--- src/rtl/rxbd_pkg.sv ---
package rxbd_pkg;

  // engine states
  typedef enum logic [2:0] {
    ST_IDLE,     // stalled: waiting for a poll request, dropping frames
    ST_RD_STAT,  // reading length/status word
    ST_RD_PTR,   // reading buffer pointer word
    ST_RECV,     // taking stream bytes into the packer
    ST_WR_DATA,  // writing one packed data word
    ST_WR_DESC   // writing back length/status
  } rxbd_state_e;

  localparam int WORD_W      = 32;
  localparam int WORD_BYTES  = WORD_W / 8;
  localparam int LEN_W       = 16;
  localparam int DESC_BYTES  = 8;
  localparam int RING_ALIGN  = 16;
  localparam int ERR_W       = 6;

  // status bit positions decoded by software
  localparam int SB_EMPTY = 15;
  localparam int SB_WRAP  = 13;
  localparam int SB_LAST  = 11;
  localparam int SB_MISS  = 8;
  localparam int SB_BCAST = 7;
  localparam int SB_MCAST = 6;

  // status bits kept from the fetched word on writeback
  localparam logic [LEN_W-1:0] KEEP_MASK = 16'h7600;

endpackage

--- src/rtl/rxbd_ring_ptr.sv ---
module rxbd_ring_ptr import rxbd_pkg::*; #(
  parameter int ADDR_W = 32
) (
  input  logic              clk,
  input  logic              rst_n,
  input  logic [ADDR_W-1:0] ring_base,
  input  logic              advance,
  input  logic              wrap,
  output logic [ADDR_W-1:0] desc_addr
);
  localparam logic [ADDR_W-1:0] ALIGN_MASK = ~ADDR_W'(RING_ALIGN - 1);
  localparam logic [ADDR_W-1:0] STEP       = ADDR_W'(DESC_BYTES);

  logic [ADDR_W-1:0] offset_q;

  always_ff @(posedge clk) begin
    if (!rst_n) begin
      offset_q <= '0;
    end else if (advance) begin
      offset_q <= wrap ? '0 : offset_q + STEP;
    end
  end

  assign desc_addr = (ring_base & ALIGN_MASK) + offset_q;
endmodule

--- src/rtl/rxbd_byte_packer.sv ---
module rxbd_byte_packer import rxbd_pkg::*; #(
  parameter int LANES = WORD_BYTES
) (
  input  logic                     clk,
  input  logic                     rst_n,
  input  logic                     push,
  input  logic [$clog2(LANES)-1:0] lane,
  input  logic [7:0]               byte_in,
  input  logic                     clear,
  output logic [LANES*8-1:0]       word,
  output logic [LANES-1:0]         be
);
  for (genvar g = 0; g < LANES; g++) begin : g_lane
    logic [7:0] data_q;
    logic       en_q;
    always_ff @(posedge clk) begin
      if (!rst_n) begin
        data_q <= '0;
        en_q   <= 1'b0;
      end else if (clear) begin
        en_q <= 1'b0;
      end else if (push && lane == g) begin
        data_q <= byte_in;
        en_q   <= 1'b1;
      end
    end
    assign word[g*8 +: 8] = data_q;
    assign be[g]          = en_q;
  end
endmodule

--- src/rtl/rxbd_status_fmt.sv ---
module rxbd_status_fmt import rxbd_pkg::*; (
  input  logic [LEN_W-1:0] stat_in,
  input  logic             frame_end,
  input  logic [ERR_W-1:0] err,
  input  logic             bcast,
  input  logic             mcast,
  input  logic             miss,
  output logic [LEN_W-1:0] stat_out
);
  always_comb begin
    stat_out = stat_in & KEEP_MASK;
    if (frame_end) begin
      stat_out[SB_LAST]     = 1'b1;
      stat_out[SB_MISS]     = miss;
      stat_out[SB_BCAST]    = bcast;
      stat_out[SB_MCAST]    = mcast;
      stat_out[ERR_W-1:0]   = err;
    end
  end
endmodule

--- src/rtl/rxbd_ring_engine.sv ---
module rxbd_ring_engine import rxbd_pkg::*; #(
  parameter int ADDR_W   = 32,
  parameter int KICK_BIT = 24
) (
  input  logic              clk,
  input  logic              rst_n,
  input  logic [ADDR_W-1:0] ring_base,
  input  logic [15:0]       max_buf_len,
  input  logic              desc_active_wr,
  input  logic [31:0]       desc_active_wdata,
  input  logic              rx_valid,
  output logic              rx_ready,
  input  logic [7:0]        rx_data,
  input  logic              rx_last,
  input  logic [5:0]        rx_err,
  input  logic              rx_bcast,
  input  logic              rx_mcast,
  input  logic              rx_miss,
  output logic              mem_valid,
  input  logic              mem_ready,
  output logic              mem_write,
  output logic [ADDR_W-1:0] mem_addr,
  output logic [31:0]       mem_wdata,
  output logic [3:0]        mem_be,
  input  logic [31:0]       mem_rdata
);
  localparam int                LANE_W    = $clog2(WORD_BYTES);
  localparam logic [31:0]       KICK_MASK = 32'(1) << KICK_BIT;
  localparam logic [ADDR_W-1:0] PTR_MASK  = ~ADDR_W'(WORD_BYTES - 1);

  rxbd_state_e       st;
  logic              active_q;
  logic              mid_frame_q;
  logic [ADDR_W-1:0] buf_ptr_q;
  logic [LEN_W-1:0]  buf_cnt_q;
  logic [LEN_W-1:0]  stat_q;
  logic              fin_q;
  logic [ERR_W-1:0]  err_q;
  logic              bcast_q, mcast_q, miss_q;

  logic              kick;
  logic              rx_fire;
  logic              mem_fire;
  logic              flush;
  logic              buf_full;
  logic              advance;
  logic [ADDR_W-1:0] desc_addr;
  logic [LEN_W-1:0]  last_idx;
  logic [LEN_W-1:0]  word_off;
  logic [WORD_W-1:0] pack_word;
  logic [WORD_BYTES-1:0] pack_be;
  logic [LEN_W-1:0]  stat_new;

  assign kick     = desc_active_wr && ((desc_active_wdata & KICK_MASK) != '0);
  assign rx_fire  = rx_valid && rx_ready;
  assign mem_fire = mem_valid && mem_ready;
  assign buf_full = (buf_cnt_q == max_buf_len);
  assign flush    = (buf_cnt_q[LANE_W-1:0] == LANE_W'(WORD_BYTES - 1)) || rx_last ||
                    ((buf_cnt_q + 16'd1) == max_buf_len);
  assign advance  = (st == ST_WR_DESC) && mem_fire;
  assign last_idx = buf_cnt_q - 16'd1;
  assign word_off = last_idx & ~LEN_W'(WORD_BYTES - 1);

  // stream acceptance: while filling, or while stalled and not about to leave
  always_comb begin
    case (st)
      ST_RECV: rx_ready = 1'b1;
      ST_IDLE: rx_ready = !(active_q && !mid_frame_q);
      default: rx_ready = 1'b0;
    endcase
  end

  rxbd_ring_ptr #(.ADDR_W(ADDR_W)) u_ring_ptr (
    .clk       (clk),
    .rst_n     (rst_n),
    .ring_base (ring_base),
    .advance   (advance),
    .wrap      (stat_q[SB_WRAP]),
    .desc_addr (desc_addr)
  );

  rxbd_byte_packer #(.LANES(WORD_BYTES)) u_packer (
    .clk     (clk),
    .rst_n   (rst_n),
    .push    (rx_fire && st == ST_RECV),
    .lane    (buf_cnt_q[LANE_W-1:0]),
    .byte_in (rx_data),
    .clear   ((st == ST_WR_DATA) && mem_fire),
    .word    (pack_word),
    .be      (pack_be)
  );

  rxbd_status_fmt u_status_fmt (
    .stat_in   (stat_q),
    .frame_end (fin_q),
    .err       (err_q),
    .bcast     (bcast_q),
    .mcast     (mcast_q),
    .miss      (miss_q),
    .stat_out  (stat_new)
  );

  // memory request mux
  always_comb begin
    mem_valid = 1'b0;
    mem_write = 1'b0;
    mem_addr  = desc_addr;
    mem_wdata = '0;
    mem_be    = '0;
    case (st)
      ST_RD_STAT: begin
        mem_valid = 1'b1;
      end
      ST_RD_PTR: begin
        mem_valid = 1'b1;
        mem_addr  = desc_addr + ADDR_W'(WORD_BYTES);
      end
      ST_WR_DATA: begin
        mem_valid = 1'b1;
        mem_write = 1'b1;
        mem_addr  = buf_ptr_q + ADDR_W'(word_off);
        mem_wdata = pack_word;
        mem_be    = pack_be;
      end
      ST_WR_DESC: begin
        mem_valid = 1'b1;
        mem_write = 1'b1;
        mem_wdata = {stat_new, buf_cnt_q};
        mem_be    = '1;
      end
      default: ;
    endcase
  end

  // poll request flag: set by a kick, cleared when a fetch finds no empty slot
  always_ff @(posedge clk) begin
    if (!rst_n) begin
      active_q <= 1'b0;
    end else if (kick) begin
      active_q <= 1'b1;
    end else if (st == ST_RD_STAT && mem_fire && !mem_rdata[16 + SB_EMPTY]) begin
      active_q <= 1'b0;
    end
  end

  // frame-in-progress tracking, independent of whether bytes are stored
  always_ff @(posedge clk) begin
    if (!rst_n) begin
      mid_frame_q <= 1'b0;
    end else if (rx_fire) begin
      mid_frame_q <= !rx_last;
    end
  end

  always_ff @(posedge clk) begin
    if (!rst_n) begin
      st        <= ST_IDLE;
      buf_ptr_q <= '0;
      buf_cnt_q <= '0;
      stat_q    <= '0;
      fin_q     <= 1'b0;
      err_q     <= '0;
      bcast_q   <= 1'b0;
      mcast_q   <= 1'b0;
      miss_q    <= 1'b0;
    end else begin
      case (st)
        ST_IDLE: begin
          if (active_q && !mid_frame_q) st <= ST_RD_STAT;
        end
        ST_RD_STAT: begin
          if (mem_fire) begin
            if (mem_rdata[16 + SB_EMPTY]) begin
              stat_q <= mem_rdata[31:16];
              st     <= ST_RD_PTR;
            end else begin
              st <= ST_IDLE;
            end
          end
        end
        ST_RD_PTR: begin
          if (mem_fire) begin
            buf_ptr_q <= mem_rdata[ADDR_W-1:0] & PTR_MASK;
            buf_cnt_q <= '0;
            fin_q     <= 1'b0;
            st        <= ST_RECV;
          end
        end
        ST_RECV: begin
          if (rx_fire) begin
            buf_cnt_q <= buf_cnt_q + 16'd1;
            if (rx_last) begin
              fin_q   <= 1'b1;
              err_q   <= rx_err;
              bcast_q <= rx_bcast;
              mcast_q <= rx_mcast;
              miss_q  <= rx_miss;
            end
            if (flush) st <= ST_WR_DATA;
          end
        end
        ST_WR_DATA: begin
          if (mem_fire) begin
            st <= (fin_q || buf_full) ? ST_WR_DESC : ST_RECV;
          end
        end
        ST_WR_DESC: begin
          if (mem_fire) st <= ST_RD_STAT;
        end
        default: st <= ST_IDLE;
      endcase
    end
  end
endmodule

--- config.mk ---
export PLATFORM = sky130hd
export DESIGN_NAME = rxbd_ring_engine
export DESIGN_NICKNAME = d
export VERILOG_FILES = /design/src/rtl/rxbd_pkg.sv /design/src/rtl/rxbd_ring_ptr.sv /design/src/rtl/rxbd_byte_packer.sv /design/src/rtl/rxbd_status_fmt.sv /design/src/rtl/rxbd_ring_engine.sv
export SDC_FILE = /design/constraint.sdc
export NUM_CORES = 1
export LEC_CHECK = 0
export BUFFER_PORTS_ARGS = -buffer_cell sky130_fd_sc_hd__clkbuf_2
export CORE_AREA = 10 10 173 175
export DETAILED_ROUTE_END_ITERATION = 8
export DIE_AREA = 0 0 183 185
export PLACE_DENSITY = 0.55
export SETUP_SLACK_MARGIN = 0.05
export SLEW_MARGIN = 20
export SYNTH_ARGS = -nofsm -noshare
export SYNTH_HDL_FRONTEND = slang
export SYNTH_SLANG_ARGS = --single-unit
--- constraint.sdc ---
create_clock -name clk -period 11.2 [get_ports clk]
set_input_delay 2.24 -clock clk [delete_from_list [all_inputs] [get_ports clk]]
set_output_delay 2.24 -clock clk [all_outputs]
set_load 0.05 [all_outputs]
**Yosys cells after proc, flatten, opt, wreduce, memory -nomap -nowiden**

Index checks and enable logic that the tools add are counted.

- Flip-flop bits (word level): 144
- Output and inout bits: 71
- Logic and storage cells: 111

- $add $sub $neg: 6
- Equal/unequal tests: 18
- Mux-type cells: 28
- Bitwise logic cells: 2
- Reductions and logical operators: 37

Operators by type and width:

| kind | count |
|---|---|
| 32-bit case mux with 2 select lines | 2 |
| 32-bit by 16-bit adder with 32-bit output | 1 |
| 32-bit by 3-bit adder with 32-bit output, second input constant | 1 |
| 32-bit adder | 1 |
| 32-bit by 4-bit adder with 32-bit output, second input constant | 1 |
| 16-bit == test | 2 |
| 16-bit 2-to-1 mux | 2 |
| 32-bit 2-to-1 mux | 1 |
| 16-bit case mux with 2 select lines | 1 |
| 3-bit 2-to-1 mux | 8 |
| 3-bit case mux with 6 select lines | 1 |
| 16-bit by 1-bit adder with 16-bit output, second input constant | 1 |
| 2-bit inequality test, second input constant | 8 |
| 16-bit by 1-bit subtractor with 16-bit output, second input constant | 1 |
| 1-bit logical AND | 13 |
| 2-bit AND reduction | 5 |
| 9-bit 2-to-1 mux | 1 |
| 3-bit AND reduction | 3 |
| 1-bit 2-to-1 mux | 8 |
| 4-bit case mux with 2 select lines | 1 |
| 7-bit AND reduction | 1 |
| 3-bit by 2-bit == test with 1-bit output, second input constant | 2 |
| 3-bit == test, second input constant | 2 |
| 2-bit == test, second input constant | 2 |
| other kinds (13) | 22 |

**Depth between registers and ports, before layout**

- Word-level depth: 8
- Depth in mapped cells: 16
- Depth with buffers taken out: 15

**Modules after synthesis**

Synthesis repeated with hierarchy kept, for this count alone.

- Cell total of the unflattened synthesis: 1424
- Area total of the unflattened synthesis: 10679.0 um^2

By module, submodules not included:

| module | instances | cells each | area each (um^2) |
|---|---|---|---|
| rxbd_ring_engine | 1 | 891 | 6348.6 |
| rxbd_ring_ptr | 1 | 380 | 2846.5 |
| rxbd_byte_packer | 1 | 136 | 1371.3 |
| rxbd_status_fmt | 1 | 17 | 112.6 |

**Worst setup path after synthesis**

Ideal clock, no wire load.

- Path type: input -> output
- Start: input ring_base[4]
- End: output mem_addr[30]
- Arrival: 5.569 ns
- Setup slack: 3.391 ns
- Stages: 10
- Buffers on the path: 0
- Path through: ha_1 -> fa_1 -> a211oi_1 -> nor2_1 -> o32a_1 -> or3_1 -> a41oi_2 -> nor4_1 -> a21o_1 -> a211oi_1

- Word-level cells in the longest chain between the ends: 3

RTL lines:

| what | line | text |
|---|---|---|
| from (decl) | rxbd_ring_engine.sv:7 | `input logic [ADDR_W-1:0] ring_base,` |
| 32-bit adder * | rxbd_ring_ptr.sv:24 | `assign desc_addr = (ring_base & ALIGN_MASK) + offset_q;` |
| 32-bit by 3-bit adder with 32-bit output | rxbd_ring_engine.sv:116 | `mem_addr = desc_addr + ADDR_W'(WORD_BYTES);` |
| 32-bit case mux with 2 select lines * | rxbd_ring_engine.sv:110 | `case (st)` |
| to (decl) | rxbd_ring_engine.sv:22 | `output logic [ADDR_W-1:0] mem_addr,` |

Mark *: on every way between the ends. The rest lies on a longest branch, timed or not.

**Worst setup path after layout**

Same ends and word-level chain as after synthesis.

==> results by group <==
Outcome
  – Status: complete, no violations

Clock tree
  – Htree depth: 4
  – Root Driver: clkbuf_16
  – # Post-CTS Setup Buffers: 0
  – CTS sink count: 131
  – Clock transition at path regs: 0.06 ns
  – CTS max path bufs: 2
  – CTS Buf Count: 17
  – Clk_lat worst skew: 0.42 ns
  – CTS resizes: 0
  – # hold bufs at CTS: 0
  – Clock tree from TritonCTS: yes

Worst setup path
  – Startpoint Class: primary input
  – WP data arrival: 5.36 ns
  – CP required: 8.96 ns
  – Critical-path cell list: clkbuf_2 -> ha_1 -> fa_1 -> a211oi_1 -> nor2_1 -> o32a_1 -> or3_1 -> a41oi_2 -> nor4_1 -> a2111oi_0 -> a211oi_1 -> clkbuf_2
  – CP Buf/Inv Count: 2
  – Critical setup path kind: primary input to primary output
  – Crit-path leading delay family: compound AO/OA/AOI/OAI gates
  – Worst Setup End Kind: primary output
  – Crit Path Max Fanout: 4
  – Worst path slowest cell: or3_1
  – Max incr delay on CP: 0.48 ns

Detailed routing
  – DRC Markers: 0
  – Per-cell routed wire length: 17.14 µm
  – Via-to-Cell Ratio: 5.221
  – Drt initial violations: 529
  – Pre-antenna DRT Iters: 5
  – Post-route ant nets: 0
  – Final WL: 29.24 mm
  – Total number of vias: 8907

Timing
  – Slew Limit Fails: 0
  – Rel. slew slack: 0.2882
  – Setup Viol. Count Final: 0
  – Final period util: 0.6788
  – Setup tns final: 0 ns
  – Post-Route Skew: 0.01051 ns
  – Slew @ Worst Pin: 1.065 ns
  – RSZ-0062 raised after global routing: false
  – Tmin final: 7.602 ns
  – Hold Violations, Final: 0
  – Fmax achieved: 0.1315 GHz

Floorplan
  – Chip Width: 183 µm
  – Starting Density: 0.3417
  – Die H: 185 µm
  – IO Pins: 206
  – Row count: 60
  – Die area: 33860 µm²
  – Core box area: 26580 µm²

Placed design
  – GPL Wtd Cong: 0.8734
  – Final HPWL DP: 22.46 mm
  – Post-DP Area: 10150 µm²
  – I/O Buffers: 166

Pwr
  – Internal: 0.0008930 W
  – Peak VDD IR: 0.00006345 V
  – Seq pwr share: 0.373
  – Switching portion of total power: 0.3098
  – Clk pwr share: 0.417
  – Psw: 0.0004008 W
  – Total power: 0.001294 W
  – Part of the power in combinational logic: 0.210
  – P_leak: 4.315 nW
  – PwrDens: 120.9 nW/µm²

Logic synthesis
  – Cell variety after synth: 70
  – Synth Area per Inst: 7.424 µm²
  – Gate Count Post-Synth: 1223
  – Synth Cell Area: 9080 µm²
  – Synth top area share: 0.2888
  – Largest cells by area after synthesis: dfxtp_1 29%, nand2_1 8.7%, a21oi_1 7.4%
  – Top cell type by total area after synthesis: dfxtp_1
  – Ys async rst share: 0
  – Yosys reg bits: 131
  – Post-synthesis sequential area ratio: 0.2888
  – Number of synthesized flops with an enable pin: 0
  – Top_reg_cell synth: dfxtp_1
  – Synth Warn #: 0

Final layout
  – Utilization after layout: 0.4026
  – # nets final: 1538
  – Layout cells sized above 1: 0.1590
  – Most frequent cells in the layout: 210 x nand2_1, 166 x clkbuf_2, 134 x a21oi_1, 130 x dfxtp_1, 122 x nor2_1
  – P&R area growth vs syn: 17.83%
  – Fill cell count: 2869
  – Antenna Cells: 0
  – Cell area after layout: 10700 µm²
  – Commonest non-fill, non-tap cell in the layout: nand2_1

Hold path
  – HP Class: register to register

Global routing
  – First-pass GRT wire length: 46.09 mm
  – GRT Util Overall: 0.1696
  – Largest net degree at the start of global routing: 53
  – Gr ovfl total: 0
  – Number of global-route vias before repair: 8568
  – Initial antenna violation count: 1

Run
  – Max-cap violations: 0
-- cells in the mapped netlist (7+ instances only) --
library cell and number:
inv_1 24, nor3_1 29, a22o_1 9, buf_1 8, nor4_1 9, nand4_1 16
xnor2_1 59, clkbuf_1 50, ha_1 49, o21ai_0 40, a31oi_1 7, nor2_1 123
or3_1 14, a21oi_1 134, xor2_1 49, and3_1 15, dfxtp_1 131, a211oi_1 13
nand2_1 210, a21o_1 22, nor2b_1 12, nand3_1 55, o21a_1 10, nand2b_1 9
mux2i_1 32
-- logic make-up after synthesis --
family          count (synthesis)  synth area share
simple gates                  521            0.2625
flops                         131            0.2888
xor+xnor                      108            0.1042
mux                            33           0.03652
other cells                     1         0.0004130
compound gates                288            0.1962
fa+ha+maj                      51           0.07193
buf+inv                        90           0.03941
-- registers in the layout (all words and copies together), names as in the netlist --
| register | cells |
|---|---|
| buf_ptr_q | 30 |
| mid_frame_q | 1 |
| miss_q | 1 |
| st | 3 |
| u_packer.g_lane.en_q | 4 |
| active_q | 1 |
| mcast_q | 1 |
| u_ring_ptr.offset_q | 29 |
| stat_q | 5 |
| bcast_q | 1 |
| buf_cnt_q | 16 |
| err_q | 6 |
| fin_q | 1 |
| u_packer.g_lane.data_q | 32 |
-- worst paths after layout --
kind / startpoint / endpoint / slack [ns] / cells past startpoint
setup / recovery: ring_base[4] / mem_addr[30] / 3.60 / 12
hold / removal: err_q[1] / err_q[1] / 0.45 / 2
setup reg to reg: buf_cnt_q[0] / st[1] / 7.91 / 7
hold reg to reg: err_q[1] / err_q[1] / 0.45 / 2
-- layout make-up --
class / count / area [µm²] / area share
repair buffers: 174 / 890.9 / 0.08327
inverters: 25 / 93.84 / 0.008771
multi-input cells: 1003 / 6111 / 0.5712
clock buffers: 21 / 440.4 / 0.04116
flip-flops and latches: 131 / 2624 / 0.2452
well taps: 341 / 426.7 / 0.03988
clock inverters: 11 / 112.6 / 0.01053
-- tightest hold or removal path, stage by stage, from the launching register on --
cell and delay [ns]:
dfxtp_1 0.31, nand2_1 0.05, a21oi_1 0.05
-- per-layer routing --
layer / up-vias / wire length, µm / part of all wire / GRT usage
met5: - / 20 / 0.00068 / 0
met4: 2 / 429 / 0.015 / 0.04885
met3: 32 / 1826 / 0.062 / 0.04134
met2: 234 / 12980 / 0.44 / 0.2668
met1: 4097 / 13980 / 0.48 / 0.2248
li1: 4542 / - / - / -
-- per-stage QoR --
step	hold WS (ns)	instances	setup WS (ns)
global route	0.4710	1706	3.419
global placement	0.4379	1674	3.627
CTS	0.4529	1706	3.587
floorplan	0.4317	1224	3.391
detailed placement	0.4456	1674	3.606
finish	0.4536	1706	3.598
-- power groups by stage --
stage          registers (W)  clock network, W  logic (W)
2_1_floorplan       0.000490                 0   0.000196
3_3_place_gp        0.000492                 0   0.000270
3_5_place_dp        0.000492                 0   0.000271
4_1_cts             0.000482          0.000550   0.000273
5_1_grt             0.000483          0.000571   0.000297
6_report            0.000482          0.000540   0.000272
No activity file was read; power rests on OpenSTA's default activity.
